===== src/rtl/kbd_disp_regs.sv =====
module kbd_disp_regs #(
  parameter logic [31:0] BASE     = 32'hFFFF_0000,
  parameter int          WIN_BITS = 8
) (
  input  logic        clk,
  input  logic        rst_n,
  input  logic        bus_sel,
  input  logic        bus_we,
  input  logic [31:0] bus_addr,
  input  logic [31:0] bus_wdata,
  output logic [31:0] bus_rdata,
  input  logic        key_valid,
  input  logic [7:0]  key_byte,
  output logic        disp_valid,
  output logic [7:0]  disp_byte,
  input  logic        disp_ack,
  output logic        irq
);
  localparam int OFF_W = WIN_BITS - 2;

  logic             hit;
  logic [OFF_W-1:0] off;
  logic             rd_kd, wr_kc, wr_dc, wr_dd;
  logic             kbd_r, kbd_ie, dsp_r, dsp_ie, dsp_vld, irq_q;
  logic [7:0]       kbd_data, dsp_data;

  assign hit   = bus_sel && (bus_addr[31:WIN_BITS] == BASE[31:WIN_BITS]);
  assign off   = bus_addr[WIN_BITS-1:2];
  assign rd_kd = hit && !bus_we && off == OFF_W'(1);
  assign wr_kc = hit &&  bus_we && off == OFF_W'(0);
  assign wr_dc = hit &&  bus_we && off == OFF_W'(2);
  assign wr_dd = hit &&  bus_we && off == OFF_W'(3);

  always_ff @(posedge clk) begin
    if (!rst_n) begin
      kbd_r    <= 1'b0;
      kbd_ie   <= 1'b0;
      kbd_data <= '0;
    end else begin
      if (key_valid) begin
        kbd_r    <= 1'b1;
        kbd_data <= key_byte;
      end else if (rd_kd) begin
        kbd_r    <= 1'b0;
      end
      if (wr_kc) kbd_ie <= bus_wdata[1];
    end
  end

  always_ff @(posedge clk) begin
    if (!rst_n) begin
      dsp_r    <= 1'b1;
      dsp_ie   <= 1'b0;
      dsp_data <= '0;
      dsp_vld  <= 1'b0;
    end else begin
      dsp_vld <= 1'b0;
      if (wr_dd && dsp_r) begin
        dsp_r    <= 1'b0;
        dsp_data <= bus_wdata[7:0];
        dsp_vld  <= 1'b1;
      end else if (disp_ack && !dsp_r) begin
        dsp_r    <= 1'b1;
      end
      if (wr_dc) dsp_ie <= bus_wdata[1];
    end
  end

  always_ff @(posedge clk) begin
    if (!rst_n) irq_q <= 1'b0;
    else        irq_q <= (kbd_r & kbd_ie) | (dsp_r & dsp_ie);
  end

  always_comb begin
    bus_rdata = '0;
    if (hit && !bus_we) begin
      case (off)
        OFF_W'(0): bus_rdata = {30'd0, kbd_ie, kbd_r};
        OFF_W'(1): bus_rdata = {24'd0, kbd_data};
        OFF_W'(2): bus_rdata = {30'd0, dsp_ie, dsp_r};
        OFF_W'(3): bus_rdata = {24'd0, dsp_data};
        default:   bus_rdata = '0;
      endcase
    end
  end

  assign disp_valid = dsp_vld;
  assign disp_byte  = dsp_data;
  assign irq        = irq_q;
endmodule


===== config.mk =====
export PLATFORM = sky130hd
export DESIGN_NAME = kbd_disp_regs
export DESIGN_NICKNAME = d
export VERILOG_FILES = /design/src/rtl/kbd_disp_regs.sv
export SDC_FILE = /design/constraint.sdc
export NUM_CORES = 1
export LEC_CHECK = 0
export BUFFER_PORTS_ARGS = -buffer_cell sky130_fd_sc_hd__clkbuf_2
export CORE_MARGIN = 1.5
export CORE_UTILIZATION = 37
export DETAILED_ROUTE_END_ITERATION = 7
export PLACE_DENSITY = 0.82
export SLEW_MARGIN = 15
export SYNTH_ARGS = -nofsm -noshare
export SYNTH_HDL_FRONTEND = slang
export SYNTH_SLANG_ARGS = --single-unit

===== constraint.sdc =====
create_clock -name clk -period 2.3 [get_ports clk]
set_input_delay 0.115 -clock clk [delete_from_list [all_inputs] [get_ports clk]]
set_output_delay 0.115 -clock clk [all_outputs]
set_load 0.1 [all_outputs]

Yosys cells after proc, flatten, opt, wreduce, memory -nomap -nowiden
Cells that the tools add are included.
- output and inout port bits: 42
- register bits: 22
- input bits: 78
- word-level logic and storage cells: 36
- reductions and logical operators: 14
- equality and inequality tests: 4
- bitwise logic cells: 3
- mux-type cells: 7
- operators with widths (kind ; number):
    $pmux W8 S4 ; 1
    $eq A24 B24 Y1 const B ; 1
    $eq A6 B2 Y1 const B ; 2
    $logic_and A1 B1 Y1 ; 9
    $mux W8 ; 1
    $eq A6 B1 Y1 const B ; 1
    $logic_not A6 Y1 ; 1
    $mux W1 ; 5
    $reduce_bool A2 Y1 ; 2
    $and A1 B1 Y1 ; 2
    $logic_not A1 Y1 ; 2
    $or A1 B1 Y1 ; 1

Depth between registers and ports, before layout
- word-level depth: 6
- gate-level depth with buffers: 5

Least setup slack after synthesis
OpenSTA, ideal clock, no wires.
- kind: reg2out
- start point: register dsp_data[0], in the netlist disp_byte[0]
- end point: output port bus_rdata[0]
- cell stages (with the launch flop): 3
- buffers on the path: 0
- data required time: 2.185 ns
- arrival time: 2.691 ns
- path slack: -0.506 ns
- cell sequence: dfxtp_1 mux4_2 nor2b_1
- word-level cells in the longest chain between the ends: 2
- RTL lines (item ; RTL line ; source):
    start, declared ; 25 ; logic [7:0] kbd_data, dsp_data;
    start signal, assigned ; 60 ; dsp_data <= bus_wdata[7:0];
    $pmux W8 S4 ; 77 ; case (off)
    $mux W8 ; 76 ; if (hit && !bus_we) begin
    end, declared ; 11 ; output logic [31:0] bus_rdata,
Every way passes these cells.

Final worst setup path
- start point: input port bus_addr[9]
- end point: output port bus_rdata[1]
- word-level cells in the longest chain between the ends: 4
- RTL lines (item ; RTL line ; source):
    start, declared ; 9 ; input logic [31:0] bus_addr,
    $eq A24 B24 Y1 ; 27 ; assign hit = bus_sel && (bus_addr[31:WIN_BITS] == BASE[31:WIN_BITS]);
    $logic_and A1 B1 Y1 ; 27 ;
    $logic_and A1 B1 Y1 ; 76 ;
    $mux W8 ; 76 ;
Every way passes these cells.

==> key figures <==
Status
  – Outcome: finished clean

STA
  – Final Setup Violations: 0
  – FMAX: 498 MHz
  – Min Tclk post-route: 2010 ps
  – Unrepaired setup endpoints after global routing: no
  – Slew Limit Fails: 0
  – Setup_tns: 0 ps
  – Crit share post-route: 0.873
  – Final Hold Fails: 0
  – Hold Slack: 30.1 ps
  – Slew margin rel.: 0.637
  – Worst clock skew: 2.09 ps
  – Worst-margin pin slew: 546 ps

Critical path
  – CP Launch Type: input port
  – Critical Path RT: 2180 ps
  – Largest fanout on the critical path: 10
  – CP endpoint kind: primary output
  – Worst Setup Path Type: input port to primary output
  – Worst EP arrival: 1890 ps

Drt
  – Wire per inst: 12.1 um
  – 1st-iter DRT viols: 31
  – Final wirelength: 3130 um
  – First-pass DRT Iterations: 4
  – Residual DRC count: 0
  – Via count: 1,282
  – Post-DRT Antenna Nets: 0
  – Drt via density: 4.97

Floorplan
  – Die width: 62.2 um
  – Starting Density: 0.386
  – Overall die area: 0.00387 sq mm
  – # IOs: 120
  – # rows: 21
  – Core Region: 0.00336 sq mm
  – Die height: 62.2 um

Clocking
  – CTS Sinks: 22
  – # Post-CTS Setup Buffers: 0
  – # H-tree levels: 1
  – # resized after CTS: 0
  – Clk slew on worst S/H paths: 120 ps
  – Hold buffers post-CTS: 0
  – Clk buf depth: 2
  – Num CTS Buffers: 3
  – Worst-Skew Late Latency: 300 ps
  – CTS tree: done
  – CTS Root Buffer Type: clkbuf_4

Logic synthesis
  – Compound-cell area share of the yosys netlist: 0.0838
  – Synth area leaders: dfxtp_1 (34%), buf_4 (14%), mux2i_1 (13%)
  – Most frequent cells after synthesis: buf_4 (24), dfxtp_1 (22), nor2_1 (21)
  – Yosys warns: 0
  – Simple logic cell fraction of the synthesized area: 0.240
  – Adder-Cell Fraction of Synth Area: 0
  – Synth unique cells: 29
  – Top cell type's share of synthesized area: 0.339
  – Synth Register Bits: 22
  – Number of synthesized flops with an enable pin: 0
  – Post-Syn Instances: 145
  – Mapped Area: 0.00130 sq mm
  – Largest family of logic cells by synthesized area: simple AND/OR/NAND/NOR gates
  – Post-synthesis xor/xnor area fraction: 0
  – Multiplexer share of the synthesized area: 0.166
  – Post-synth ARST share: 0
  – Commonest register cell after synthesis: dfxtp_1
  – Yosys top cell by area: dfxtp_1
  – Top-count cell post-synth: buf_4
  – Syn_area_per_cell: 8.96 sq um
  – Fraction of the yosys area taken by sequential cells: 0.339

Power and ir drop
  – Switching Fraction: 0.379
  – Clk pwr share: 0.244
  – Part of the power in registers: 0.456
  – Comb power frac: 0.300
  – Max VDD drop: 0.241 mV
  – Pwr dens: 495 mW/mm^2
  – Cell Int Power: 538 uW
  – Leak pwr: 0.000839 uW
  – NetSw: 328 uW

Hold path
  – Hold Crit Class: input port to flip-flop

Cells and area
  – Fraction of layout cells with a size suffix above 1: 0.396
  – Layout net count: 291
  – Layout area overhead: 34.7%
  – Ant. Diodes: 0

Placement
  – RD Place Congestion: 0.784
  – Buffers on Ports: 69
  – Post-DP HPWL: 2520 um

Global routing
  – Initial antenna violation count: 0
  – Grt ovf: 0
  – Via count of the first global-routing pass: 1,158
  – First-pass GRT wire length: 5130 um
  – GR Util All Layers: 0.164
  – Largest net degree at the start of global routing: 19

Job
  – Max Cap Violations: 0
[worst max-delay path: stages]
cell and delay [ps]:
clkbuf_2 80, or4_4 520, nor4_1 400, buf_4 250
nand3_1 140, nor2b_2 190, buf_12 190
[per-layer routing]
metal	wire, um	vias up	global-route usage
met1	1220	582	0.190
met3	229	5	0.0217
met5	0	-	0
li1	-	619	-
met4	45	0	0.0750
met2	1640	76	0.299
[area by class of cell]
class                   count  area (sq um)
well taps                  46          57.6
fillers                   355          1610
repair buffers             71           480
clock buffers               4          36.3
multi-input cells         114           731
flip-flops and latches     22           440
inverters                   1          3.75
[sequential cells by signal (all words and copies together), names as in the netlist]
register	flops
disp_byte	8
kbd_data	8
irq	1
disp_valid	1
dsp_r	1
kbd_ie	1
dsp_ie	1
kbd_r	1
[power groups by stage]
stage	clock, uW	sequential, uW	combinational (uW)
after floorplan	0	403	241
after global placement	0	404	258
after detailed placement	0	404	260
after CTS	216	396	261
after global routing	226	396	272
final	211	395	260
[cell usage in the layout, fill, tap and decap left out]
master     n
conb_1    24
nor2_1    21
nand4_2    1
nand3_1    2
dfxtp_1   22
o31a_1     1
nand2_1    4
or4_1      2
clkinv_1   1
clkbuf_8   1
and4_1     3
clkbuf_2  61
clkbuf_4   3
nand4b_1   1
and3_1     1
o31ai_1    7
buf_4      2
nand4_1   11
a22oi_1    1
o21ai_0    1
nor4_1     2
mux4_2     2
buf_12     8
nor2b_2    2
mux2i_1   17
or4_4      2
nor3_4     1
a21oi_1    7
or2_2      1
[through the flow]
| stage | cell area, sq um | instances | util | total power (uW) | worst slack (ps) |
|---|---|---|---|---|---|
| after global placement | 1710 | 253 | 0.507 | 662 | 83.9 |
| final | 1750 | 258 | 0.520 | 866 | 293 |
| after global routing | 1750 | 258 | 0.520 | 894 | 177 |
| after floorplan | 1390 | 168 | - | 644 | -308 |
| after CTS | 1740 | 257 | 0.518 | 872 | 84.8 |
| after detailed placement | 1710 | 253 | 0.507 | 664 | 87.6 |
[logic make-up after synthesis]
logic type / Yosys count
simple gates: 54
buf+inv: 32
flops: 22
mux: 19
compound gates: 17
other cells: 1
[final timing paths]
kind / start / end / slack (ps) / cells past startpoint
max reg2reg: dsp_r$_SDFFE_PN1P_ / disp_byte[7]$_SDFFE_PN0P_ / 920 / 4
min: rst_n / dsp_r$_SDFFE_PN1P_ / 30 / 2
max: bus_addr[9] / bus_rdata[1] / 290 / 7
min reg2reg: disp_byte[1]$_SDFFE_PN0P_ / disp_byte[1]$_SDFFE_PN0P_ / 480 / 2
No activity file was read; power rests on OpenSTA's default activity.
